--- src/rtl/rtc_tick_pkg.sv ---
package rtc_tick_pkg;

    typedef enum logic [1:0] {
        SEL_32768 = 2'd0,
        SEL_32000 = 2'd1,
        SEL_38400 = 2'd2,
        SEL_ALT   = 2'd3
    } ref_sel_e;

    typedef enum logic {
        DIV_HOLD = 1'b0,
        DIV_RUN  = 1'b1
    } div_state_e;

    localparam int STAT_W     = 16;
    localparam int HALVE_N    = 10;
    localparam int CYC_W      = 6;
    localparam int P_EVEN     = 32;
    localparam int P_32000_LO = 31;
    localparam int P_38400_LO = 37;
    localparam logic [STAT_W-1:0] FLAG_MASK = 16'hFF90;

    // Stage k of the halving chain ticks at 2^(9-k) Hz.
    // Stages 0..7 go to bits 15..8, stage 8 (2 Hz) to bit 7,
    // and stage 9 (1 Hz) to bit 4.
    function automatic int stage_bit(input int k);
        if (k <= 7)      return 15 - k;
        else if (k == 8) return 7;
        else             return 4;
    endfunction

endpackage

--- src/rtl/rtc_base_div.sv ---
module rtc_base_div
    import rtc_tick_pkg::*;
#(
    parameter int W = CYC_W
) (
    input  logic       clk,
    input  logic       rst_n,
    input  logic       run_ok,
    input  logic [1:0] sel,
    output logic       base_tick
);

    div_state_e state_q, state_d;
    logic [W-1:0] cyc_q;
    logic [1:0]   phase_q;
    logic [W-1:0] period;

    // Period of the current base cycle, taken from the selection and the phase.
    always_comb begin
        unique case (ref_sel_e'(sel))
            SEL_32000: period = W'(P_32000_LO) + W'(phase_q == 2'd3);
            SEL_38400: period = W'(P_38400_LO) + W'(phase_q[0]);
            default:   period = W'(P_EVEN);
        endcase
    end

    // State register
    always_ff @(posedge clk or negedge rst_n) begin
        if (!rst_n) state_q <= DIV_HOLD;
        else        state_q <= state_d;
    end

    // Next state and output
    always_comb begin
        state_d   = state_q;
        base_tick = 1'b0;
        unique case (state_q)
            DIV_HOLD: begin
                if (run_ok) state_d = DIV_RUN;
            end
            DIV_RUN: begin
                if (!run_ok) state_d = DIV_HOLD;
                else         base_tick = (cyc_q == period - W'(1));
            end
            default: state_d = DIV_HOLD;
        endcase
    end

    always_ff @(posedge clk or negedge rst_n) begin
        if (!rst_n) begin
            cyc_q   <= '0;
            phase_q <= '0;
        end else if (state_q == DIV_HOLD || !run_ok) begin
            cyc_q   <= '0;
            phase_q <= '0;
        end else if (base_tick) begin
            cyc_q   <= '0;
            phase_q <= phase_q + 2'd1;
        end else begin
            cyc_q   <= cyc_q + W'(1);
        end
    end

    // a held or restarted divider produces no tick in the following cycle
    assert_hold_quiet_R10: assert property (@(posedge clk) disable iff (!rst_n)
        !run_ok |=> !base_tick);

    // the cycle counter never passes the longest period of any selection
    assert_cyc_bound_R3: assert property (@(posedge clk) disable iff (!rst_n)
        cyc_q < W'(P_38400_LO + 1));

endmodule

--- src/rtl/rtc_halver.sv ---
module rtc_halver
    import rtc_tick_pkg::*;
#(
    parameter int N = HALVE_N
) (
    input  logic         clk,
    input  logic         rst_n,
    input  logic         restart,
    input  logic         base_tick,
    output logic [N-1:0] stage_tick
);

    logic [N-1:0] cnt_q;

    always_ff @(posedge clk or negedge rst_n) begin
        if (!rst_n)         cnt_q <= '0;
        else if (restart)   cnt_q <= '0;
        else if (base_tick) cnt_q <= cnt_q + N'(1);
    end

    for (genvar k = 0; k < N; k++) begin : g_stage
        assign stage_tick[k] = base_tick & (&cnt_q[k:0]);
        if (k > 0) begin : g_nest
            // each slower rate only ticks on a cycle where the next faster rate also ticks
            assert_nest_R5: assert property (@(posedge clk) disable iff (!rst_n)
                stage_tick[k] |-> stage_tick[k-1]);
        end
    end

endmodule

--- src/rtl/rtc_flag_bank.sv ---
module rtc_flag_bank
    import rtc_tick_pkg::*;
#(
    parameter int N = HALVE_N,
    parameter int SW = STAT_W
) (
    input  logic          clk,
    input  logic          rst_n,
    input  logic [N-1:0]  stage_tick,
    input  logic          clr_wr,
    input  logic [SW-1:0] clr_data,
    input  logic [SW-1:0] irq_en,
    output logic [SW-1:0] status,
    output logic          irq,
    output logic          tick_1hz
);

    logic [SW-1:0] set_vec;
    logic [SW-1:0] clr_vec;
    logic [SW-1:0] status_q;
    logic          tick_q;

    always_comb begin
        set_vec = '0;
        for (int k = 0; k < N; k++) set_vec[stage_bit(k)] = stage_tick[k];
    end

    assign clr_vec = clr_wr ? clr_data : '0;

    // A set in the same cycle as a clear wins.
    always_ff @(posedge clk or negedge rst_n) begin
        if (!rst_n) begin
            status_q <= '0;
            tick_q   <= 1'b0;
        end else begin
            status_q <= ((status_q & ~clr_vec) | set_vec) & FLAG_MASK;
            tick_q   <= stage_tick[N-1];
        end
    end

    assign status   = status_q;
    assign tick_1hz = tick_q;
    assign irq      = |(status_q & irq_en);

    for (genvar i = 0; i < SW; i++) begin : g_chk
        if (FLAG_MASK[i]) begin : g_live
            // a flag holds until written with a one
            assert_sticky_R7: assert property (@(posedge clk) disable iff (!rst_n)
                (status_q[i] && !(clr_wr && clr_data[i])) |=> status_q[i]);
            // a tick always leaves its flag set, even with a clear pending
            assert_set_wins_R8: assert property (@(posedge clk) disable iff (!rst_n)
                set_vec[i] |=> status_q[i]);
        end
    end

    // the 1 Hz pulse lasts one cycle
    assert_pulse_R6: assert property (@(posedge clk) disable iff (!rst_n)
        tick_q |=> !tick_q);

endmodule

--- src/rtl/rtc_tick_gen.sv ---
module rtc_tick_gen
    import rtc_tick_pkg::*;
#(
    parameter int N  = HALVE_N,
    parameter int SW = STAT_W
) (
    input  logic          clk,
    input  logic          rst_n,
    input  logic          enable,
    input  logic [1:0]    freq_sel,
    input  logic [SW-1:0] irq_en,
    input  logic          clr_wr,
    input  logic [SW-1:0] clr_data,
    output logic [SW-1:0] status,
    output logic          irq,
    output logic          tick_1hz
);

    logic [1:0]   sel_q;
    logic         sel_changed;
    logic         restart;
    logic         base_tick;
    logic [N-1:0] stage_tick;

    always_ff @(posedge clk or negedge rst_n) begin
        if (!rst_n) sel_q <= '0;
        else        sel_q <= freq_sel;
    end

    assign sel_changed = (freq_sel != sel_q);
    assign restart     = !enable || sel_changed;

    rtc_base_div #(.W(CYC_W)) u_div (
        .clk       (clk),
        .rst_n     (rst_n),
        .run_ok    (!restart),
        .sel       (freq_sel),
        .base_tick (base_tick)
    );

    rtc_halver #(.N(N)) u_halve (
        .clk        (clk),
        .rst_n      (rst_n),
        .restart    (restart),
        .base_tick  (base_tick),
        .stage_tick (stage_tick)
    );

    rtc_flag_bank #(.N(N), .SW(SW)) u_flags (
        .clk        (clk),
        .rst_n      (rst_n),
        .stage_tick (stage_tick),
        .clr_wr     (clr_wr),
        .clr_data   (clr_data),
        .irq_en     (irq_en),
        .status     (status),
        .irq        (irq),
        .tick_1hz   (tick_1hz)
    );

    // a selection change suppresses the 1 Hz pulse two cycles later
    assert_restart_R11: assert property (@(posedge clk) disable iff (!rst_n)
        sel_changed |-> ##2 !tick_1hz);

endmodule

--- config.mk ---
export PLATFORM = sky130hd
export DESIGN_NAME = rtc_tick_gen
export DESIGN_NICKNAME = d
export VERILOG_FILES = /design/src/rtl/rtc_tick_pkg.sv /design/src/rtl/rtc_base_div.sv /design/src/rtl/rtc_halver.sv /design/src/rtl/rtc_flag_bank.sv /design/src/rtl/rtc_tick_gen.sv
export SDC_FILE = /design/constraint.sdc
export NUM_CORES = 1
export LEC_CHECK = 0
export ABC_AREA = 0
export BUFFER_PORTS_ARGS = -buffer_cell sky130_fd_sc_hd__buf_2
export CORE_ASPECT_RATIO = 0.8
export CORE_MARGIN = 2
export CORE_UTILIZATION = 54
export CTS_CLUSTER_DIAMETER = 200
export DETAILED_ROUTE_END_ITERATION = 6
export GPL_TIMING_DRIVEN = 1
export PLACE_DENSITY = 0.84
export SETUP_SLACK_MARGIN = 0.5
export SKIP_CTS_REPAIR_TIMING = 1
export SLEW_MARGIN = 20
export SYNTH_ARGS = -nofsm -noshare
export SYNTH_HDL_FRONTEND = slang
export SYNTH_SLANG_ARGS = --single-unit
--- constraint.sdc ---
create_clock -name clk -period 8.3 [get_ports clk]
set_clock_uncertainty 0.1 [all_clocks]
set_input_delay 0.415 -clock clk [delete_from_list [all_inputs] [get_ports clk]]
set_output_delay 0.415 -clock clk [all_outputs]
set_load 0.02 [all_outputs]
Word-level counts from Yosys, hierarchy flattened --
Index checks and enable logic that the tools add are counted.
Cells by class: add/subtract/negate cells 6, eq/ne operators 5, muxes and demuxes 11, bitwise logic cells 15, reductions and logical operators 15
Operators with widths (count):
- $and 16x16->16 | 2
- $mux 10 | 2
- $mux 16 | 1
- $not 16->16 | 1
- $or 16x16->16 | 1
- $reduce_or 16->1 | 1
- $mux 6 | 2
- $pmux 6 s2 | 1
- $add 10x1->10 const B | 1
- $and 1x1->1 | 10
- $reduce_and 10->1 | 1
- $reduce_and 9->1 | 1
- $reduce_and 8->1 | 1
- $reduce_and 7->1 | 1
- $add 5x1->6 const A | 1
- $add 6x1->6 const A | 1
- $add 6x1->6 const B | 1
- $eq 6x6->1 | 1
- $reduce_and 6->1 | 1
- $sub 6x1->6 const B | 1
- $reduce_and 5->1 | 1
- $eq 2x2->1 const B | 2
- $mux 2 | 2
- $reduce_and 4->1 | 1
- other kinds (10) | 14
Word-level totals: flip-flop bits (word level) 32, bits of input ports 38, output and inout port bits 18, word-level logic and storage cells 59

Logic depth before layout (Yosys ltp) --
word-level depth 9, mapped depth 13

By module --
Synthesis repeated with hierarchy kept, for this count alone.
Unflattened totals: cell total of the unflattened synthesis 173, area, all modules 1788.0 sq um
By module, submodules not included:
- rtc_base_div | instances 1, cells each 59, area each 623.1 sq um, sequential area each 225.2 sq um
- rtc_halver | instances 1, cells each 63, area each 591.8 sq um, sequential area each 250.2 sq um
- rtc_flag_bank | instances 1, cells each 45, area each 494.2 sq um, sequential area each 275.3 sq um
- rtc_tick_gen | instances 1, cells each 6, area each 78.8 sq um, sequential area each 50.0 sq um

Worst setup path after synthesis --
Ideal clock, no wire load.
path kind in2reg, from input port freq_sel[0], to register u_halve.cnt_q[7], data arrival time 2725 ps, data required time 8122 ps, slack 5398 ps, cell stages on the path 11, buffers on the path 1, cell sequence inv_1 -> ha_1 -> a21o_1 -> ha_1 -> inv_1 -> o22ai_1 -> xor2_1 -> or4_1 -> buf_2 -> or4_1 -> a21oi_1
On the way: word-level cells in the longest chain between the ends 7
RTL lines:
- start, declared | RTL line rtc_tick_gen.sv:10 | input logic [1:0] freq_sel,
- $eq 2x2->1 / $eq 2x1->1 (equally long branches) | RTL line rtc_base_div.sv:20 | unique case (ref_sel_e'(sel))
- $pmux 6 s2 | RTL line rtc_base_div.sv:20
- $sub 6x1->6 | RTL line rtc_base_div.sv:43 | else base_tick = (cyc_q == period - W'(1));
- $eq 6x6->1 | RTL line rtc_base_div.sv:43
- $mux 1 | RTL line rtc_base_div.sv:42 | if (!run_ok) state_d = DIV_HOLD;
- $mux 1 | RTL line rtc_base_div.sv:37 | unique case (state_q)
- $reduce_bool 2->1 (no source line)
- end signal, assigned | RTL line rtc_halver.sv:18 | else if (base_tick) cnt_q <= cnt_q + N'(1);
- end, declared | RTL line rtc_halver.sv:13 | logic [N-1:0] cnt_q;
Parallel ways exist; a longest one is shown, timed or not. A chain may end at the register's enable or synchronous reset.

Worst setup path after layout --
from register u_div.phase_q[0], to register u_div.phase_q[1]
On the way: word-level cells in the longest chain between the ends 8
RTL lines:
- start, declared | RTL line rtc_base_div.sv:15 | logic [1:0] phase_q;
- start signal, assigned | RTL line rtc_base_div.sv:58 | phase_q <= phase_q + 2'd1;
- $eq 2x2->1 | RTL line rtc_base_div.sv:21 | SEL_32000: period = W'(P_32000_LO) + W'(phase_q == 2'd3);
- $add 5x1->6 | RTL line rtc_base_div.sv:21
- $pmux 6 s2 | RTL line rtc_base_div.sv:20
- $sub 6x1->6 | RTL line rtc_base_div.sv:43
- $eq 6x6->1 | RTL line rtc_base_div.sv:43
- $mux 1 | RTL line rtc_base_div.sv:42
- $mux 1 | RTL line rtc_base_div.sv:37
- $reduce_bool 2->1 (no source line)
Parallel ways exist; a longest one is shown, timed or not. The select of a mux whose other input is x is not followed.

==> summary.json <==
{
  "status": {"value": "complete, no violations"},
  "whs": {"value": 0.06967, "unit": "ns"},
  "vias": {"value": 1423},
  "critPathRequiredTime": {"value": 8.32, "unit": "ns"},
  "timing.max_cap.violations": {"value": 0},
  "hpwlAfterDp": {"value": 2417, "unit": "µm"},
  "layout.nets": {"value": 264},
  "routed_wirelength": {"value": 3420, "unit": "µm"},
  "route.detailed.wl_per_inst": {"value": 13.26, "unit": "µm"},
  "routed_via_density": {"value": 5.516},
  "synth_top_area_share": {"value": 46.58, "unit": "%"},
  "drt-pass1-iter-count": {"value": 4},
  "grt_util_all_layers": {"value": 21.11, "unit": "%"},
  "p_leak": {"value": 1.014, "unit": "nW"},
  "crit_path_max_fanout": {"value": 11},
  "final_cell_area_excluding_filler_cells": {"value": 0.002008, "unit": "mm²"},
  "number_of_remaining_drc_errors": {"value": 0},
  "filler_cell_count": {"value": 244},
  "detailedPlace.worstSlack": {"value": 4.795, "unit": "ns"},
  "post-route-min-period": {"value": 3.424, "unit": "ns"},
  "worst_hold_path_type": {"value": "input pin to async pin"},
  "timing.final.setup_violations": {"value": 0},
  "slew_headroom": {"value": 50.15, "unit": "%"},
  "gr-total-overflow": {"value": 0},
  "final_max_slew_viol_count": {"value": 0},
  "gpl.final_weighted_congestion": {"value": 0.7672},
  "die-height": {"value": 54.47, "unit": "µm"},
  "top_library_cells_by_usage_in_the_layout_fill_and_taps_aside": {"value": "sky130_fd_sc_hd__buf_2, sky130_fd_sc_hd__dfrtp_1, sky130_fd_sc_hd__nand2_1"},
  "power.clock.fraction": {"value": 39.3, "unit": "%"},
  "cts_bufs_inserted": {"value": 5},
  "syn_area_cell": {"value": 9.713, "unit": "µm²"},
  "timing.setup.tns": {"value": 0, "unit": "ns"},
  "final_critical_path_setup_slack": {"value": 4.876, "unit": "ns"},
  "placedInstanceArea": {"value": 0.001918, "unit": "mm²"},
  "start_util": {"value": 56.13, "unit": "%"},
  "r2r_start": {"value": "u_div.phase_q[0]$_DFFE_PN0P_"},
  "power.switching_fraction": {"value": 22.99, "unit": "%"},
  "crit_buf_inv": {"value": 1},
  "numClockSinks": {"value": 32},
  "final_common_cell": {"value": "sky130_fd_sc_hd__buf_2"},
  "post-route-util": {"value": 65.56, "unit": "%"},
  "root_buffer": {"value": "sky130_fd_sc_hd__clkbuf_8"},
  "endpoint_kind": {"value": "flip-flop"},
  "path_class": {"value": "flip-flop to flip-flop"},
  "timing.critical_path.mode_cell": {"value": "sky130_fd_sc_hd__ha_1"},
  "slowest_delay": {"value": 0.70, "unit": "ns"},
  "grt_start_max_net_pins": {"value": 33},
  "fmaxAchievable": {"value": 292.1, "unit": "MHz"},
  "drive_above_1_share": {"value": 22.48, "unit": "%"},
  "pin_count": {"value": 56},
  "setup_repair_after_global_routing_missed_its_margin": {"value": "false"},
  "yosysUniqueCellTypes": {"value": 36},
  "critical_path.startpoint_type": {"value": "flip-flop"},
  "async_flop_share": {"value": 100.0, "unit": "%"},
  "core_area": {"value": 0.003063, "unit": "mm²"},
  "slowest_stage": {"value": "sky130_fd_sc_hd__or4_1"},
  "clk_transition_reported_paths": {"value": 0.06, "unit": "ns"},
  "crit-reg2reg-capture": {"value": "u_div.phase_q[1]$_DFFE_PN0P_"},
  "period_share": {"value": 41.25, "unit": "%"},
  "seqCellArea": {"value": 800.8, "unit": "µm²"},
  "first_global_vias": {"value": 1251},
  "net-switching-power": {"value": 0.07017, "unit": "mW"},
  "row_count": {"value": 18},
  "finalHoldViolations": {"value": 0},
  "post_synthesis_cell_count": {"value": 177},
  "critical_path.top_delay_family": {"value": "simple AND/OR/NAND/NOR gates"},
  "antenna_found_initial": {"value": 0},
  "maximum_buffer_depth_of_the_clock_tree": {"value": 2},
  "critical_path.cell_chain": {"value": "ha_1, nand2b_1, a21o_1, ha_1, inv_1, o22ai_1, xor2_1, or4_1, nor2_1, o21ai_0"},
  "timing.reg2reg.setup_slack": {"value": 4.88, "unit": "ns"},
  "synthesis.area": {"value": 0.001719, "unit": "mm²"},
  "final_antenna_net_count": {"value": 0},
  "synth_top_cells_by_area": {"value": "sky130_fd_sc_hd__dfrtp_1, sky130_fd_sc_hd__ha_1, sky130_fd_sc_hd__nand2_1"},
  "timing_worst_slew_pin_value": {"value": 0.7450, "unit": "ns"},
  "synth_edf_count": {"value": 0},
  "critPathArrivalTime": {"value": 3.45, "unit": "ns"},
  "reg2regPathDepth": {"value": 10},
  "floorplan.die_area": {"value": 0.003654, "unit": "mm²"},
  "count_of_state_elements_after_synthesis": {"value": 32},
  "multi_input_area": {"value": 847.1, "unit": "µm²"},
  "die_width": {"value": 67.09, "unit": "µm"},
  "power.share.combinational": {"value": 9.1, "unit": "%"},
  "insertion_delay": {"value": 0.28, "unit": "ns"},
  "ys.flop_type": {"value": "sky130_fd_sc_hd__dfrtp_1"},
  "initialDrtViolationCount": {"value": 92},
  "cts_tree": {"value": "yes"},
  "antenna_cells": {"value": 0},
  "cts_h_tree_lvls": {"value": 2},
  "grt_first_pass_wirelength": {"value": 5451, "unit": "µm"},
  "power_report.internal_total": {"value": 0.2351, "unit": "mW"},
  "power_per_cell_area": {"value": 152.0, "unit": "mW/mm²"},
  "sequential_share_of_power": {"value": 51.6, "unit": "%"},
  "synthesis.yosys.warnings": {"value": 0},
  "synth_area_leader_cell": {"value": "sky130_fd_sc_hd__dfrtp_1"},
  "portBuffers": {"value": 37},
  "synth.yosys.seq_area_share": {"value": 46.58, "unit": "%"},
  "peakVddDrop": {"value": 0.0001126, "unit": "V"},
  "synthToLayoutAreaGrowth": {"value": 16.81, "unit": "%"}
}
==> worst max-delay path by stage <==
stage | startpoint | end | slack (ns) | cells past startpoint
after floorplan | freq_sel[0] | u_halve.cnt_q[7]$_DFFE_PN0P_ | 5.40 | 11
after global placement | freq_sel[0] | u_halve.cnt_q[1]$_DFFE_PN0P_ | 4.84 | 11
after detailed placement | freq_sel[0] | u_div.phase_q[1]$_DFFE_PN0P_ | 4.80 | 11
after CTS | u_div.phase_q[0]$_DFFE_PN0P_ | u_div.phase_q[1]$_DFFE_PN0P_ | 4.88 | 10
after global routing | u_div.phase_q[0]$_DFFE_PN0P_ | u_div.phase_q[1]$_DFFE_PN0P_ | 4.67 | 10
final | u_div.phase_q[0]$_DFFE_PN0P_ | u_div.phase_q[1]$_DFFE_PN0P_ | 4.88 | 10
==> logic make-up after synthesis <==
kind of cell / Yosys count / synth area share, %
mux: 3 / 1.747
other cells: 1 / 0.2181
flops: 32 / 46.58
buf+inv: 17 / 5.240
xor+xnor: 12 / 6.113
compound gates: 35 / 13.46
simple gates: 68 / 20.09
fa+ha+maj: 9 / 6.550
==> sequential cells by signal, summed over array words and instances, names as in the netlist <==
| name | cells |
|---|---|
| u_div.state_q | 1 |
| u_div.cyc_q | 6 |
| u_div.phase_q | 2 |
| u_flags.tick_1hz | 1 |
| u_flags.status | 10 |
| u_halve.cnt_q | 10 |
| sel_q | 2 |
==> synthesized netlist by cell type (all sizes together), types with 4 or more instances <==
cell type / n
inv: 6
dfrtp: 32
a22o: 7
xnor2: 8
or4: 4
ha: 9
xor2: 4
and3: 4
o21ai: 10
o31ai: 4
a21oi: 6
nand3: 12
nor2: 7
buf: 8
nand2: 28
==> layout make-up <==
type | count | area share (%)
Clock buffer | 8 | 4.486
Inverter | 7 | 1.371
Multi-Input combinational cell | 133 | 42.18
Sequential cell | 32 | 39.88
Tap cell | 40 | 2.492
Timing Repair Buffer | 38 | 9.595
==> metrics by stage <==
step                      power (mW)  cells
after CTS                     0.3096    258
after floorplan               0.1788    182
final                         0.3053    258
after global placement        0.1876    250
after global routing          0.3179    258
after detailed placement      0.1882    250
==> power groups by stage <==
| stage | logic [mW] | clock network [mW] | registers [mW] |
|---|---|---|---|
| after floorplan | 0.0185 | 0 | 0.160 |
| after global placement | 0.0273 | 0 | 0.160 |
| after detailed placement | 0.0279 | 0 | 0.160 |
| after CTS | 0.0279 | 0.124 | 0.157 |
| after global routing | 0.0315 | 0.129 | 0.157 |
| final | 0.0277 | 0.120 | 0.157 |
==> routing by layer <==
layer	track usage (%)	part of all wire, %	up-vias
met3	6.173	6.4	10
met1	26.55	45	671
li1	-	-	698
met5	0	0	-
met2	33.33	46	44
met4	11.22	2.3	0
(Power assumes the default switching activity.)
